--- config.mk ---
export PLATFORM = sky130hd
export DESIGN_NAME = ltc_frame_tx
export DESIGN_NICKNAME = d
export VERILOG_FILES = /design/src/rtl/ltc_tx_pkg.sv /design/src/rtl/ltc_stage_regs.sv /design/src/rtl/ltc_xfer_unit.sv /design/src/rtl/ltc_cell_seq.sv /design/src/rtl/ltc_bpm_enc.sv /design/src/rtl/ltc_frame_tx.sv
export SDC_FILE = /design/constraint.sdc
export NUM_CORES = 1
export LEC_CHECK = 0
export BUFFER_PORTS_ARGS = -buffer_cell sky130_fd_sc_hd__buf_2
export CAP_MARGIN = 10
export CELL_PAD_IN_SITES_DETAIL_PLACEMENT = 1
export CELL_PAD_IN_SITES_GLOBAL_PLACEMENT = 1
export CORE_UTILIZATION = 50
export CTS_CLUSTER_DIAMETER = 80
export DETAILED_ROUTE_END_ITERATION = 8
export PLACE_DENSITY_LB_ADDON = 0.1
export RECOVER_POWER = 100
export SETUP_SLACK_MARGIN = 0.2
export SYNTH_ARGS = -nofsm -noshare
export SYNTH_HDL_FRONTEND = slang
export SYNTH_HIERARCHICAL = 1
export SYNTH_SLANG_ARGS = --single-unit
--- constraint.sdc ---
create_clock -name clk -period 2.44 [get_ports clk]
set_clock_uncertainty 0.05 [all_clocks]
set_input_delay 0.244 -clock clk [delete_from_list [all_inputs] [get_ports clk]]
set_output_delay 0.244 -clock clk [all_outputs]
set_load 0.01 [all_outputs]
--- src/rtl/ltc_tx_pkg.sv ---
package ltc_tx_pkg;

    // Sync word, cell 64 carries bit 0 of this constant and cell 79 bit 15.
    localparam logic [15:0] LTC_SYNC_WORD = 16'hBFFC;

    typedef enum logic [1:0] {
        ST_IDLE = 2'd0,
        ST_DATA = 2'd1,
        ST_SYNC = 2'd2
    } seq_state_t;

endpackage

--- src/rtl/ltc_stage_regs.sv ---
module ltc_stage_regs #(
    parameter int NBYTES = 8,
    localparam int ADDR_W = $clog2(NBYTES),
    localparam int FLAT_W = NBYTES * 8
) (
    input  logic              clk,
    input  logic              rst_n,
    input  logic              wr_en,
    input  logic [ADDR_W-1:0] wr_addr,
    input  logic [7:0]        wr_data,
    output logic [FLAT_W-1:0] stage_flat
);

    // One byte register per frame byte, each decoding its own address.
    for (genvar b = 0; b < NBYTES; b++) begin : g_byte
        logic [7:0] byte_q;

        always_ff @(posedge clk) begin
            if (!rst_n) begin
                byte_q <= '0;
            end else if (wr_en && (wr_addr == ADDR_W'(b))) begin
                byte_q <= wr_data;
            end
        end

        assign stage_flat[b*8 +: 8] = byte_q;
    end

endmodule

--- src/rtl/ltc_xfer_unit.sv ---
module ltc_xfer_unit #(
    parameter int NBITS = 64,
    localparam int IDX_W = $clog2(NBITS)
) (
    input  logic             clk,
    input  logic             rst_n,
    input  logic             load,
    input  logic             irq_ack,
    input  logic [NBITS-1:0] stage_flat,
    input  logic [IDX_W-1:0] data_idx,
    output logic             data_bit,
    output logic             irq_q
);

    logic [NBITS-1:0] out_q;

    // Output buffer: replaced whole on a copy, otherwise held.
    always_ff @(posedge clk) begin
        if (!rst_n) begin
            out_q <= '0;
        end else if (load) begin
            out_q <= stage_flat;
        end
    end

    // Interrupt flag: a copy takes priority over an acknowledge.
    always_ff @(posedge clk) begin
        if (!rst_n) begin
            irq_q <= 1'b0;
        end else if (load) begin
            irq_q <= 1'b1;
        end else if (irq_ack) begin
            irq_q <= 1'b0;
        end
    end

    assign data_bit = out_q[data_idx];

    assert_copy_on_irq_R7: assert property (@(posedge clk) disable iff (!rst_n)
        $rose(irq_q) |-> (out_q == $past(stage_flat)));

    assert_irq_hold_R11: assert property (@(posedge clk) disable iff (!rst_n)
        (irq_q && !irq_ack) |=> irq_q);

    assert_buf_stable_R9: assert property (@(posedge clk) disable iff (!rst_n)
        !load |=> $stable(out_q));

endmodule

--- src/rtl/ltc_cell_seq.sv ---
module ltc_cell_seq
    import ltc_tx_pkg::*;
#(
    parameter int DATA_BITS = 64,
    parameter int SYNC_BITS = 16,
    parameter int LOAD_CELL = 72,
    parameter logic [SYNC_BITS-1:0] SYNC_WORD = LTC_SYNC_WORD[SYNC_BITS-1:0],
    localparam int FRAME_BITS = DATA_BITS + SYNC_BITS,
    localparam int IDX_W = $clog2(FRAME_BITS),
    localparam int DIDX_W = $clog2(DATA_BITS),
    localparam int SIDX_W = $clog2(SYNC_BITS)
) (
    input  logic              clk,
    input  logic              rst_n,
    input  logic              half_tick,
    input  logic              tx_en,
    input  logic              data_bit,
    output logic [DIDX_W-1:0] data_idx,
    output logic              cell_start,
    output logic              cell_mid,
    output logic              cur_bit,
    output logic              load_req
);

    localparam logic [IDX_W-1:0] IDX_ZERO = '0;
    localparam logic [IDX_W-1:0] IDX_SYNC = IDX_W'(DATA_BITS);
    localparam logic [IDX_W-1:0] IDX_LOAD = IDX_W'(LOAD_CELL);
    localparam logic [IDX_W-1:0] IDX_LAST = IDX_W'(FRAME_BITS - 1);

    seq_state_t state_q, state_nx;
    logic [IDX_W-1:0] next_idx_q;   // index of the next cell to start
    logic             mid_q;        // next tick is a mid-cell tick
    logic             boundary;
    logic             wrap_pt;
    logic             start_ok;
    logic             next_bit;
    logic [SIDX_W-1:0] sync_sel;

    assign boundary = half_tick && !mid_q;
    assign wrap_pt  = (next_idx_q == IDX_ZERO);
    assign start_ok = boundary && !(wrap_pt && !tx_en);

    // DATA_BITS is a multiple of SYNC_BITS, so the low bits index the sync word.
    assign data_idx = next_idx_q[DIDX_W-1:0];
    assign sync_sel = next_idx_q[SIDX_W-1:0];
    assign next_bit = (next_idx_q < IDX_SYNC) ? data_bit : SYNC_WORD[sync_sel];

    // State register.
    always_ff @(posedge clk) begin
        if (!rst_n) begin
            state_q <= ST_IDLE;
        end else begin
            state_q <= state_nx;
        end
    end

    // Next-state logic.
    always_comb begin
        state_nx = state_q;
        unique case (state_q)
            ST_IDLE: begin
                if (start_ok) state_nx = ST_DATA;
            end
            ST_DATA: begin
                if (boundary && (next_idx_q == IDX_SYNC)) state_nx = ST_SYNC;
            end
            ST_SYNC: begin
                if (boundary && wrap_pt) state_nx = tx_en ? ST_DATA : ST_IDLE;
            end
            default: state_nx = ST_IDLE;
        endcase
    end

    // Output logic.
    always_comb begin
        cell_start = 1'b0;
        cell_mid   = 1'b0;
        load_req   = 1'b0;
        unique case (state_q)
            ST_IDLE: begin
                cell_start = start_ok;
            end
            ST_DATA: begin
                cell_start = start_ok;
                cell_mid   = half_tick && mid_q;
            end
            ST_SYNC: begin
                cell_start = start_ok;
                cell_mid   = half_tick && mid_q;
                load_req   = start_ok && tx_en && (next_idx_q == IDX_LOAD);
            end
            default: begin
                cell_start = 1'b0;
            end
        endcase
    end

    // Cell counter, half-cell phase and latched cell bit.
    always_ff @(posedge clk) begin
        if (!rst_n) begin
            next_idx_q <= '0;
            mid_q      <= 1'b0;
            cur_bit    <= 1'b0;
        end else if (cell_start) begin
            cur_bit    <= next_bit;
            mid_q      <= 1'b1;
            next_idx_q <= (next_idx_q == IDX_LAST) ? IDX_ZERO : next_idx_q + 1'b1;
        end else if (cell_mid) begin
            mid_q      <= 1'b0;
        end
    end

    assert_idx_range_R4: assert property (@(posedge clk) disable iff (!rst_n)
        next_idx_q <= IDX_LAST);

    assert_idle_phase_R2: assert property (@(posedge clk) disable iff (!rst_n)
        (state_q == ST_IDLE) |-> (!mid_q && wrap_pt));

    assert_load_in_sync_R7: assert property (@(posedge clk) disable iff (!rst_n)
        load_req |=> ((state_q == ST_SYNC) && (next_idx_q == IDX_LOAD + 1'b1)));

    assert_frame_completes_R10: assert property (@(posedge clk) disable iff (!rst_n)
        ((state_q == ST_DATA) && !tx_en && boundary) |-> cell_start);

endmodule

--- src/rtl/ltc_bpm_enc.sv ---
module ltc_bpm_enc (
    input  logic clk,
    input  logic rst_n,
    input  logic cell_start,
    input  logic cell_mid,
    input  logic cur_bit,
    output logic line_q
);

    always_ff @(posedge clk) begin
        if (!rst_n) begin
            line_q <= 1'b0;
        end else if (cell_start || (cell_mid && cur_bit)) begin
            line_q <= !line_q;
        end
    end

    assert_zero_mid_quiet_R3: assert property (@(posedge clk) disable iff (!rst_n)
        (cell_mid && !cur_bit) |=> $stable(line_q));

    assert_boundary_toggle_R3: assert property (@(posedge clk) disable iff (!rst_n)
        cell_start |=> (line_q != $past(line_q)));

endmodule

--- src/rtl/ltc_frame_tx.sv ---
module ltc_frame_tx
    import ltc_tx_pkg::*;
#(
    parameter int FRAME_BYTES = 8,
    parameter int SYNC_BITS = 16,
    parameter int LOAD_CELL = 72,
    localparam int DATA_BITS = FRAME_BYTES * 8,
    localparam int ADDR_W = $clog2(FRAME_BYTES),
    localparam int DIDX_W = $clog2(DATA_BITS)
) (
    input  logic              clk,
    input  logic              rst_n,
    input  logic              half_tick,
    input  logic              tx_en,
    input  logic              wr_en,
    input  logic [ADDR_W-1:0] wr_addr,
    input  logic [7:0]        wr_data,
    input  logic              irq_ack,
    output logic              line_out,
    output logic              tx_irq
);

    logic [DATA_BITS-1:0] stage_flat;
    logic [DIDX_W-1:0]    data_idx;
    logic                 data_bit;
    logic                 cell_start;
    logic                 cell_mid;
    logic                 cur_bit;
    logic                 load_req;

    ltc_stage_regs #(.NBYTES(FRAME_BYTES)) u_stage (
        .clk       (clk),
        .rst_n     (rst_n),
        .wr_en     (wr_en),
        .wr_addr   (wr_addr),
        .wr_data   (wr_data),
        .stage_flat(stage_flat)
    );

    ltc_xfer_unit #(.NBITS(DATA_BITS)) u_xfer (
        .clk       (clk),
        .rst_n     (rst_n),
        .load      (load_req),
        .irq_ack   (irq_ack),
        .stage_flat(stage_flat),
        .data_idx  (data_idx),
        .data_bit  (data_bit),
        .irq_q     (tx_irq)
    );

    ltc_cell_seq #(
        .DATA_BITS(DATA_BITS),
        .SYNC_BITS(SYNC_BITS),
        .LOAD_CELL(LOAD_CELL),
        .SYNC_WORD(LTC_SYNC_WORD[SYNC_BITS-1:0])
    ) u_seq (
        .clk       (clk),
        .rst_n     (rst_n),
        .half_tick (half_tick),
        .tx_en     (tx_en),
        .data_bit  (data_bit),
        .data_idx  (data_idx),
        .cell_start(cell_start),
        .cell_mid  (cell_mid),
        .cur_bit   (cur_bit),
        .load_req  (load_req)
    );

    ltc_bpm_enc u_enc (
        .clk       (clk),
        .rst_n     (rst_n),
        .cell_start(cell_start),
        .cell_mid  (cell_mid),
        .cur_bit   (cur_bit),
        .line_q    (line_out)
    );

    assert_line_needs_tick_R2: assert property (@(posedge clk) disable iff (!rst_n)
        !half_tick |=> $stable(line_out));

    assert_irq_needs_en_R9: assert property (@(posedge clk) disable iff (!rst_n)
        !tx_en |=> !$rose(tx_irq));

endmodule

Word-level counts from Yosys, hierarchy flattened
Memory sizes are Yosys's and may differ from the RTL's. A register that Yosys moved wholly into a read port is not among the register bits. Index checks and enable logic that the tools add are counted.

Add/subtract/negate cells: 1. $lt $le $gt $ge: 3. Eq/ne operators: 15. Muxes and demuxes: 19. Reductions and logical operators: 30.

Operators by type and width (count): $eq 7x7->1 const B (3); $logic_and 1x1->1 (17); $eq 3x3->1 const B (4); $mux 1 (11); $mux 4 (2); $add 7x1->7 const B (1); $logic_not 7->1 (1); $lt 6x7->1 const B (1); $lt 7x7->1 const B (1); $mux 7 (1); $bmux 1 s6 (1); $eq 3x2->1 const B (2); $mux 2 (3); $ne 2x1->1 const B (3); $pmux 2 s3 (1); $lt 4x5->1 const B (1); $logic_not 1->1 (4); $reduce_bool 2->1 (2); $eq 3x1->1 const B (1); $logic_not 3->1 (1); $reduce_and 3->1 (1); $reduce_or 3->1 (1); $eq 2x1->1 const B (1); $eq 2x2->1 const B (1); 3 further kinds (3).

Register bits: 141. Bits in read-only memories: 16. Input bits: 17. Output and inout port bits: 2. Logic and storage cells: 84. Memories: 1.

Memory list: (no name shown) (words 16, bits a word 1, rd ports 1, clocked after memory_dff 1, wr ports 0, line ltc_cell_seq.sv:46) `assign next_bit = (next_idx_q < IDX_SYNC) ? data_bit : SYNC_WORD[sync_sel];`.

Depth between registers and ports, before layout
Word-level depth: 8. Depth in mapped cells: 10. Gate-level depth less buffers: 7.

Modules after synthesis
Netlist, hierarchy kept.

By module, submodules not included: ltc_xfer_unit (times used 1, cells each 249, area an instance 3015.4 um^2, seq. area each 1301.2 um^2); ltc_stage_regs (times used 1, cells each 223, area an instance 2348.5 um^2, seq. area each 1281.2 um^2); ltc_cell_seq (times used 1, cells each 99, area an instance 850.8 um^2, seq. area each 240.2 um^2); ltc_bpm_enc (times used 1, cells each 5, area an instance 48.8 um^2, seq. area each 20.0 um^2).

Worst setup path after synthesis
No wires, ideal clock.

Path kind: reg2reg. Start point: reg u_seq.next_idx_q[6]. End point: reg u_xfer.out_q[12]. Setup time: 116 ps. Data arrival time: 1914 ps. Data required time: 2274 ps. Setup slack: 360 ps. Cell stages (with the launch flop): 9. Buffers on the path: 2. Period minus slack after synthesis: 2080 ps. Path through: dfxtp_1 > nand2b_1 > nor2_1 > nand2_1 > nor3_1 > clkbuf_1 > buf_2 > mux2i_1 > nor2b_1.

Cells in the longest elaborated chain, start to end: 7. Elaborated cells on any way between the ends: 8. Classes of those cells: 1 x eq/ne; 1 x mux; 6 x reduce/logical.

RTL lines: start: declaration (line ltc_cell_seq.sv:31) `logic [IDX_W-1:0] next_idx_q;`; start signal: assignment (line ltc_cell_seq.sv:107) `next_idx_q <= (next_idx_q == IDX_LAST) ? IDX_ZERO : next_idx_q + 1'b1;`; $logic_not 7->1 (line ltc_cell_seq.sv:40) `assign wrap_pt = (next_idx_q == IDX_ZERO);`; $logic_and 1x1->1 (line ltc_cell_seq.sv:41) `assign start_ok = boundary && !(wrap_pt && !tx_en);`; $logic_not 1->1 (line ltc_cell_seq.sv:41); $logic_and 1x1->1 (line ltc_cell_seq.sv:41); $logic_and 1x1->1 (line ltc_cell_seq.sv:90) `load_req = start_ok && tx_en && (next_idx_q == IDX_LOAD);`; $logic_and 1x1->1 * (line ltc_cell_seq.sv:90); $mux 1 * (line ltc_cell_seq.sv:79) `unique case (state_q)`; named net load_req (line ltc_frame_tx.sv:29) `logic load_req;`; end signal: assignment (line ltc_xfer_unit.sv:22) `out_q <= stage_flat;`; end: declaration (line ltc_xfer_unit.sv:15) `logic [NBITS-1:0] out_q;`.

The timed path passes the listed nets; every way through them passes the cells marked *. A chain may end at the register's enable or synchronous reset.

Worst setup path after layout
Start point: reg u_seq.next_idx_q[2]. End point: reg u_xfer.out_q[8].

Same word-level chain as after synthesis.

==> impl_results.md <==
* DP Area at 6421 um2
* Reg2reg start: u_seq/next_idx_q[2]
* Skew-Pair Late Insertion Delay at 0.43 ns
* Total power draw at 5.404 mW
* Crit path max fanout at 13
* MaxCap Viol Count at 0
* Crit path to: u_xfer/out_q[8]
* Initial antenna violation count at 0
* Yosys reg bits at 142
* Ant diodes at 0
* Post-synth EDFFs at 0
* Pwr dens at 741.0 nW/um2
* Post-synth top area share at 0.4539
* Clock-pin transition on the worst setup and hold timing paths at 0.06 ns
* TritonRoute pass-1 iters at 4
* Register area share after synthesis at 0.4539
* CP Launch Type: flop
* # setup viols final at 0
* Period minus WS final at 2.279 ns
* RSZ-0062 raised after global routing: yes
* Status: completed
* Crit path DAT at 2.54 ns
* Ys flop type: dfxtp_1
* Crit path launch: u_seq/next_idx_q[2]
* Final hold violation count at 0
* DR vias at 4264
* CTS buffer count at 17
* CTS tree: built
* Most area-consuming cells after synthesis: dfxtp_1, mux2i_1, nor2b_1
* Largest net degree at the start of global routing at 66
* Synth unique cells at 51
* Clk buf depth at 2
* CP Capture Type: flop
* Fin. max-slew vios at 0
* CTS Sinks at 142
* Synth Net Count at 601
* Row cnt at 40
* Die width at 113.9 um
* Max_slew headroom at 0.2568
* # DRC at 0
* Total length of routed wires at 16.60 mm
* Syn avg cell area at 10.87 um2
* CP required at 2.70 ns
* Leak pwr at 2.846 nW
* Finished Cell Area at 7293 um2
* Maximum vdd drop at 0.5072 mV
* Hold slack at 0.07084 ns
* Fin crit share at 0.9339
* Port Buffers at 18
* Post-synth top cells: dfxtp_1, mux2i_1, nand2_1, nor2b_1, clkbuf_1
* Leading area contributor after synthesis: dfxtp_1
* Overflow after GRT at 0
* Flop2flop setup slack at 0.16 ns
* Via density at 5.509
* Gpl congestion at 0.7786
* Antenna viol nets, final at 0
* Total GRT Usage at 0.2480
* Vias in the first global route at 4434
* Routed wire per std cell at 21.45 um
* Top-level I/O count at 19
* R2R Path End: u_xfer/out_q[8]
* Mapped Cells at 576
* Reg2Reg Depth at 7
* Setup TNS at 0 ns
* F_max at 438.8 MHz
* Detailed-placement wirelength estimate at 8.938 mm
* Chip Height at 113.9 um
* Core area at 12110 um2
* Share of flip-flops with an asynchronous set or reset at 0
* Crit Path Class: reg -> reg
* Hold buffers post-CTS at 0
* H-tree Lvls at 4
* First-pass GRT wire length at 23.69 mm
* Worst-margin pin slew at 1.115 ns
* Die area at 12980 um2
* DRT iter0 DRCs at 224
* Area grow syn2layout at 16.44%
* Ys Warns at 6
* Nets at 618
* Post-Syn Area at 6264 um2
* Root buf cell: clkbuf_16
* Share of cells above drive strength 1 at 0.1568
* Initial Util at 0.5171
* Worst hold path class: in -> reg
-- cell usage in the layout (no fill, tap or decap), drive strengths merged, types with 2 or more instances in the layout --
master	netlist	layout
dfxtp	142	142
mux2i	142	142
nand2	84	84
nor2b	66	66
buf	27	33
clkbuf	17	32
mux4	16	16
a21oi	9	9
ha	8	8
nor2	7	7
inv	7	7
nor3b	5	5
nand2b	4	4
nand3	4	4
clkinv	0	4
o21ai	4	4
clkinvlp	0	3
nand4b	3	3
nor3	3	3
nand4	3	3
nand4bb	3	3
a41oi	2	2
o22ai	2	2
nor4	2	2
and3	2	2
a211oi	2	2
-- layer usage --
| layer | part of all wire | wire, um | global-route usage | up-vias |
|---|---|---|---|---|
| met5 | 0 | 0 | 0 | - |
| li1 | - | - | - | 2038 |
| met4 | 0.014 | 228 | 0.1004 | 0 |
| met2 | 0.49 | 8213 | 0.4198 | 86 |
| met3 | 0.046 | 758 | 0.05154 | 20 |
| met1 | 0.45 | 7402 | 0.3083 | 2120 |
-- metrics by stage --
step / instances / setup WS, ns / util
final: 774 / 0.1613 / 0.6022
after global routing: 774 / 0.1005 / 0.6022
after CTS: 761 / 0.1741 / 0.5817
after detailed placement: 728 / 0.1786 / 0.5302
after global placement: 728 / 0.2233 / 0.5302
after floorplan: 576 / 0.3604 / -
-- logic make-up after synthesis --
logic type	after synthesis	share of synthesized area
compound gates	25	0.02797
buf+inv	51	0.04614
xor+xnor	1	0.001399
simple gates	191	0.1654
flops	142	0.4539
fa+ha+maj	8	0.01598
mux	158	0.2893
-- how the worst min path moves through the flow --
stage | end | cells after the start | startpoint
2_1_floorplan | u_enc/line_q | 2 | rst_n
3_3_place_gp | u_stage/g_byte[2].byte_q[4] | 2 | u_stage/g_byte[2].byte_q[4]
3_5_place_dp | u_stage/g_byte[2].byte_q[1] | 2 | u_stage/g_byte[2].byte_q[1]
4_1_cts | u_xfer/irq_q | 3 | irq_ack
5_1_grt | u_xfer/irq_q | 3 | irq_ack
6_report | u_xfer/irq_q | 3 | irq_ack
-- state kept, by name, indices dropped and copies added (netlist names), named ones only --
signal                 flops
u_stage/g_byte.byte_q     64
u_xfer/out_q              64
u_seq/next_idx_q           7
u_seq/state_q              2
u_enc/line_q               1
u_seq/cur_bit              1
u_seq/mid_q                1
u_xfer/irq_q               1
-- what timing repair did --
item / CTS / global route
resized for setup: 0 / 27
pin swaps: 1 / 4
cloned: 1 / 7
setup buffers: 0 / 6
endpoints found under the setup margin: 6 / 66
-- worst max-delay path, cell delays in order, from the launching register on --
cell and delay, ns:
dfxtp_1 0.54, buf_4 0.30, nand4bb_2 0.27, nor3_4 0.26, buf_6 0.22, clkbuf_16 0.21
mux2i_1 0.23, nor2b_1 0.07
-- layout make-up --
class	count	area, um2
Sequential cell	142	2844
Inverter	7	26.28
Timing Repair Buffer	42	466.7
Tap cell	168	210.2
Clock buffer	24	511.7
Clock inverter	8	80.08
Fill cell	1290	4818
Multi-Input combinational cell	383	3154
-- power breakdown --
| part | total [mW] | leakage [nW] | internal (mW) | switching, mW |
|---|---|---|---|---|
| sequential | 2.41 | 1.15 | 2.37 | 0.0421 |
| clock | 2.55 | 0.284 | 1.56 | 0.988 |
| combinational | 0.446 | 1.41 | 0.199 | 0.247 |
| total | 5.40 | 2.85 | 4.13 | 1.28 |
Note: power is estimated with default switching activity, not from simulation.
